`config.mk`:
```
export PLATFORM = sky130hd
export DESIGN_NAME = ptr_guard
export DESIGN_NICKNAME = d
export VERILOG_FILES = /design/src/rtl/ptr_guard_pkg.sv /design/src/rtl/ptr_guard_rules.sv /design/src/rtl/ptr_guard_regs.sv /design/src/rtl/ptr_guard.sv
export SDC_FILE = /design/constraint.sdc
export NUM_CORES = 1
export LEC_CHECK = 0
export BUFFER_PORTS_ARGS = -buffer_cell sky130_fd_sc_hd__buf_2
export CAP_MARGIN = 20
export CELL_PAD_IN_SITES_DETAIL_PLACEMENT = 1
export CELL_PAD_IN_SITES_GLOBAL_PLACEMENT = 1
export CORE_ASPECT_RATIO = 1.2
export CORE_UTILIZATION = 23
export DETAILED_ROUTE_END_ITERATION = 16
export MAX_ROUTING_LAYER = met4
export PLACE_DENSITY_LB_ADDON = 0.1
export SYNTH_ARGS = -nofsm -noshare
export SYNTH_HDL_FRONTEND = slang
export SYNTH_SLANG_ARGS = --single-unit
```
`constraint.sdc`:
```
create_clock -name clk -period 4.94 [get_ports clk]
set_input_delay 0.247 -clock clk [delete_from_list [all_inputs] [get_ports clk]]
set_output_delay 0.247 -clock clk [all_outputs]
set_load 0.01 [all_outputs]
```
`src/rtl/ptr_guard_pkg.sv`:
```
package ptr_guard_pkg;

    localparam int GUARD_AW = 9;
    localparam int OP_W     = 4;

    typedef enum logic [OP_W-1:0] {
        OP_NOP   = 4'd0,
        OP_READ  = 4'd1,
        OP_WRITE = 4'd2,
        OP_ERASE = 4'd3,
        OP_ERAL  = 4'd4,
        OP_WRAL  = 4'd5,
        OP_WMPR  = 4'd6,
        OP_RMPR  = 4'd7,
        OP_OVMPR = 4'd8,
        OP_EWEN  = 4'd9,
        OP_EWDS  = 4'd10,
        OP_ENAC  = 4'd11,
        OP_DISAC = 4'd12,
        OP_ORG   = 4'd13
    } guard_op_e;

    typedef struct packed {
        logic [GUARD_AW-1:0] ptr;
        logic                word_mode;
        logic                pe_en;
        logic                acc_en;
        logic                acc_lock;
        logic                ovr;
        logic                bulk_pend;
    } guard_st_t;

    localparam guard_st_t GUARD_RST = '{default: '0};

    function automatic logic op_legal(input logic [OP_W-1:0] raw);
        return int'(raw) <= int'(OP_ORG);
    endfunction

    function automatic logic below_ptr(input logic [GUARD_AW-1:0] a,
                                       input logic [GUARD_AW-1:0] p,
                                       input logic word);
        if (word) return a[GUARD_AW-2:0] < p[GUARD_AW-2:0];
        return a < p;
    endfunction

    function automatic logic [GUARD_AW-1:0] fit_addr(input logic [GUARD_AW-1:0] a,
                                                     input logic word);
        return word ? {1'b0, a[GUARD_AW-2:0]} : a;
    endfunction

endpackage

```
`src/rtl/ptr_guard_rules.sv`:
```
module ptr_guard_rules
    import ptr_guard_pkg::*;
(
    input  logic [OP_W-1:0]     op,
    input  logic [GUARD_AW-1:0] addr,
    input  logic                secure,
    input  logic                code_ok,
    input  guard_st_t           st,
    output logic                allow,
    output logic                ierr,
    output guard_st_t           nx
);

    logic below;
    logic pe_ok;
    logic priv;

    always_comb begin
        below = below_ptr(addr, st.ptr, st.word_mode);
        pe_ok = st.pe_en && !st.acc_lock;
        priv  = !secure || st.acc_en;

        nx           = st;
        nx.bulk_pend = 1'b0;
        allow        = 1'b0;
        ierr         = 1'b0;

        case (op)
            OP_NOP:   allow = 1'b1;
            OP_READ:  allow = !secure || !below || st.acc_en;
            OP_WRITE,
            OP_ERASE: begin
                allow  = pe_ok && priv && (!below || st.ovr);
                nx.ovr = 1'b0;
            end
            OP_ERAL: begin
                allow        = st.bulk_pend && pe_ok;
                nx.bulk_pend = !st.bulk_pend;
            end
            OP_WRAL:  allow = st.bulk_pend && pe_ok;
            OP_WMPR: begin
                allow = priv;
                if (priv) nx.ptr = fit_addr(addr, st.word_mode);
            end
            OP_RMPR:  allow = 1'b1;
            OP_OVMPR: begin
                allow = priv;
                if (priv) nx.ovr = 1'b1;
            end
            OP_EWEN: begin
                allow    = 1'b1;
                nx.pe_en = 1'b1;
            end
            OP_EWDS: begin
                allow    = 1'b1;
                nx.pe_en = 1'b0;
            end
            OP_ENAC: begin
                allow = code_ok;
                if (code_ok) begin
                    nx.acc_en   = 1'b1;
                    nx.acc_lock = 1'b0;
                end
            end
            OP_DISAC: begin
                allow       = 1'b1;
                nx.acc_en   = 1'b0;
                nx.acc_lock = 1'b1;
            end
            OP_ORG: begin
                allow        = 1'b1;
                nx.word_mode = addr[0];
                nx.ptr       = fit_addr(st.ptr, addr[0]);
            end
            default: begin
                ierr = 1'b1;
                nx   = st;
            end
        endcase
    end

endmodule

```
`src/rtl/ptr_guard_regs.sv`:
```
module ptr_guard_regs
    import ptr_guard_pkg::*;
(
    input  logic      clk,
    input  logic      rst,
    input  logic      cs_rst,
    input  logic      upd,
    input  guard_st_t nx,
    output guard_st_t st
);

    always_ff @(posedge clk) begin
        if (rst) begin
            st <= GUARD_RST;
        end else if (cs_rst) begin
            st.ovr       <= 1'b0;
            st.bulk_pend <= 1'b0;
        end else if (upd) begin
            st <= nx;
        end
    end


    ptr_rst_chk: assert property (@(posedge clk) disable iff (rst)
        $past(rst) |-> (st.ptr == '0 && !st.pe_en && !st.acc_en && !st.word_mode));


    pe_keep_chk: assert property (@(posedge clk) disable iff (rst)
        cs_rst |=> (st.pe_en == $past(st.pe_en)));


    seq_clr_chk: assert property (@(posedge clk) disable iff (rst)
        cs_rst |=> (!st.ovr && !st.bulk_pend && st.ptr == $past(st.ptr)));

endmodule

```
`src/rtl/ptr_guard.sv`:
```
module ptr_guard
    import ptr_guard_pkg::*;
(
    input  logic                clk,
    input  logic                rst,
    input  logic                cs_rst,
    input  logic                cmd_valid,
    input  logic [OP_W-1:0]     cmd_op,
    input  logic [GUARD_AW-1:0] cmd_addr,
    input  logic                cmd_code_ok,
    input  logic                secure,
    output logic                rsp_valid,
    output logic                rsp_allow,
    output logic                rsp_ierr,
    output logic [GUARD_AW-1:0] rsp_ptr
);

    guard_st_t st;
    guard_st_t nx;
    logic      allow;
    logic      ierr;
    logic      take;

    assign take = cmd_valid && !cs_rst;

    ptr_guard_rules u_rules (
        .op      (cmd_op),
        .addr    (cmd_addr),
        .secure  (secure),
        .code_ok (cmd_code_ok),
        .st      (st),
        .allow   (allow),
        .ierr    (ierr),
        .nx      (nx)
    );

    ptr_guard_regs u_regs (
        .clk    (clk),
        .rst    (rst),
        .cs_rst (cs_rst),
        .upd    (take),
        .nx     (nx),
        .st     (st)
    );

    always_ff @(posedge clk) begin
        if (rst) begin
            rsp_valid <= 1'b0;
            rsp_allow <= 1'b0;
            rsp_ierr  <= 1'b0;
            rsp_ptr   <= '0;
        end else begin
            rsp_valid <= take;
            rsp_allow <= take && allow;
            rsp_ierr  <= take && ierr;
            rsp_ptr   <= (take && cmd_op == OP_RMPR) ? st.ptr : '0;
        end
    end


    ierr_excl_chk: assert property (@(posedge clk) disable iff (rst)
        rsp_ierr |-> (!rsp_allow && rsp_valid));


    ierr_hold_chk: assert property (@(posedge clk) disable iff (rst)
        (take && !op_legal(cmd_op)) |=> (st == $past(st)));


    ovr_once_chk: assert property (@(posedge clk) disable iff (rst)
        (take && (cmd_op == OP_WRITE || cmd_op == OP_ERASE)) |=> !st.ovr);


    pe_gate_chk: assert property (@(posedge clk) disable iff (rst)
        (take && !(st.pe_en && !st.acc_lock) &&
         (cmd_op == OP_WRITE || cmd_op == OP_ERASE || cmd_op == OP_ERAL || cmd_op == OP_WRAL))
        |=> !rsp_allow);


    wmpr_lock_chk: assert property (@(posedge clk) disable iff (rst)
        (take && secure && !st.acc_en && cmd_op == OP_WMPR) |=> (st.ptr == $past(st.ptr)));

endmodule

```
==> impl_metrics.toml <==
[synth]
yosysSeqAreaShare_pct = 41.9
async_reset_ff_share_pct = 0
syn_inst = 154
ys_types = 33
yosys_warnings = 0
synth_area_leaders = "dfxtp_1 42%, ha_1 7.8%, a21oi_1 4.7%, nand3_1 4.7%, and2_1 4.4%"
synth.top_cell.area_share_pct = 41.9
synth_area_um2 = 1290
syn_nets = 181
synth-edff-count = 0
yosysTopAreaCell = "dfxtp_1"
synth-seq-cells = 27
avgSynthCellArea_um2 = 8.37
yosys_most_used_dff = "dfxtp_1"

[timing]
setup_viol_count_final = 0
worst_pin_slew_ps = 871
rsz0062_at_grt = "no"
slew_headroom_pct = 41.5
hold_viol = 0
setup_slack_ps = 2990
post-route-min-period_ps = 1950
fin_crit_sh_pct = 39.5
timing.hold.ws_ps = 158
timing.fmax_ghz = 0.513
drv_slew = 0
clock_skew_ps = 2.31
fin_setup_tns_ps = 0

[grt]
grt.total_usage_pct = 13.4
grt_pass1_vias = 1238
grt_pass1_wl_mm = 6.07
antenna_found_initial = 0
gr-total-overflow = 0
grt_max_degree = 18

[critical_path]
cp_max_fo = 3
cp-start-kind = "register"
worstSetupPathType = "reg2reg"
cpPeakStageDelay_ps = 560
crit_chain = "inv_1, ha_1, o211ai_1, a31oi_1, a2111oi_0, o211ai_1, a32o_1"
cp_common_cell = "o211ai_1"
critPathCaptureType = "register"
cp.required_ps = 5110
crit_slowest_cell = "a2111oi_0"
arrival_ps = 2120

[cells_and_area]
final_cell_mix = "30 x buf_2, 27 x dfxtp_1, 13 x nand2_1"
diodes = 0
final_area_um2 = 1520
area_growth_pct = 18.0
finalNetCount = 206
drive_above_1_share_pct = 20.2
fin_util_pct = 28.5
final_common_cell = "buf_2"
nFillCells = 647

[clock_tree]
cts.sink_count = 27
cts.clk_slew.worst_paths_ps = 90
cts_resized = 0
cts_tree = "built"
clock_latency_ps = 270
postCtsSetupBuffers = 0
cts_max_level = 1
cts_buffer_depth = 2
cts_hold_buf = 0
cts_buffers = 3
clockRootBuffer = "clkbuf_8"

[route]
drc = 0
first_iter_violations = 17
first_pass_iters = 4
via_per_inst = 4.89
vias = 1173
wl_mm = 3.50
avgRoutedWirePerCell_um = 14.6
ant_nets = 0

[pwr]
p_sw_uw = 96.5
p_leak_nw = 0.591
swShare_pct = 24.9
internal_power_uw = 291
combPwrFrac_pct = 10.6
power_density_nw_per_um2 = 255
peakVddDrop_mv = 0.0878
share_seq_of_total_power_pct = 56.7
p_clk_share_pct = 32.7

[floorplanning]
die-height_um = 84
core_um2 = 5330
start_util_pct = 24.2
die_w_um = 70.3
die_area_um2 = 5910
rows = 29
io_pins = 31

[placed_design]
dpl.hpwl_mm = 2.66
gp_congestion = 0.779
placed_cell_area_um2 = 1470
dp_slack_ps = 2890
io_buffers = 30

[min_path]
worstHoldPathType = "in2reg"

[job]
maxCapViolCount = 0

[run_status]
status = "finished, final reports clean"
-- final cells by class --
class | count | area (um2) | area share, %
sequential | 27 | 541 | 35.6
tap | 62 | 77.6 | 5.10
inverter | 12 | 45.0 | 2.96
clock inverter | 1 | 5.00 | 0.329
timing repair buffer | 30 | 150 | 9.88
clock buffer | 3 | 41.3 | 2.72
multi-input combinational | 105 | 661 | 43.5
-- critical path, delay by kind of cell, from the launching register on --
kind	cells	cell delay, ps
adder cells (fa/ha/maj)	1	270
flip-flops	1	350
AO/OA/AOI/OAI	5	1180
buffers and inverters	1	50
-- path summary, 6_finish.rpt --
check | start | end | slack (ps) | depth (start not counted)
max | u_regs.st[7] | rsp_allow | 2990 | 7
min | cs_rst | u_regs.st[0] | 160 | 2
max reg2reg | u_regs.st[7] | rsp_allow | 2990 | 7
min reg2reg | u_regs.st[14] | rsp_ptr[8] | 460 | 1
-- state kept, by name, indices dropped and copies added, names as in the netlist --
signal and cells:
rsp_ptr 9, rsp_valid 1, u_regs.st 15, rsp_ierr 1, rsp_allow 1
-- power by group through the flow --
stage	clock network [mW]	registers [mW]	logic, mW
global placement	0	0.225	0.0413
global route	0.146	0.220	0.0470
detailed placement	0	0.225	0.0418
CTS	0.136	0.220	0.0421
finish	0.127	0.220	0.0411
floorplan	0	0.225	0.0244
-- cells in the mapped netlist, types with 3 or more instances --
cell type and count:
ha_1 8, nor2_1 7, clkbuf_1 6, and2_1 9, nor2b_1 4, buf_2 3
o21ai_0 3, a31oi_1 4, nand2_1 13, a21oi_1 12, dfxtp_1 27, inv_1 12
nand3_1 12, o211ai_1 3, nor3_1 6
-- kinds of logic after synthesis --
logic type,count (synthesis),share of synthesized area [%]
AO/OA/AOI/OAI,35,18.4
XOR/XNOR,1,0.680
adder cells (fa/ha/maj),8,7.77
buffers and inverters,22,6.80
flip-flops,27,41.9
AND/OR/NAND/NOR,61,24.4
-- stage by stage --
stage               instances  power, mW
detailed placement        236      0.267
floorplan                 154      0.249
CTS                       240      0.398
finish                    240      0.387
global route              240      0.413
global placement          236      0.266
-- per-layer routing --
layer	up-vias	global-route usage (%)	wire length [um]
met4	0	4.36	38
li1	594	-	-
met5	-	-	0
met1	557	15.5	1550
met3	4	1.93	91
met2	18	23.4	1820
No activity file was read; power rests on OpenSTA's default activity.
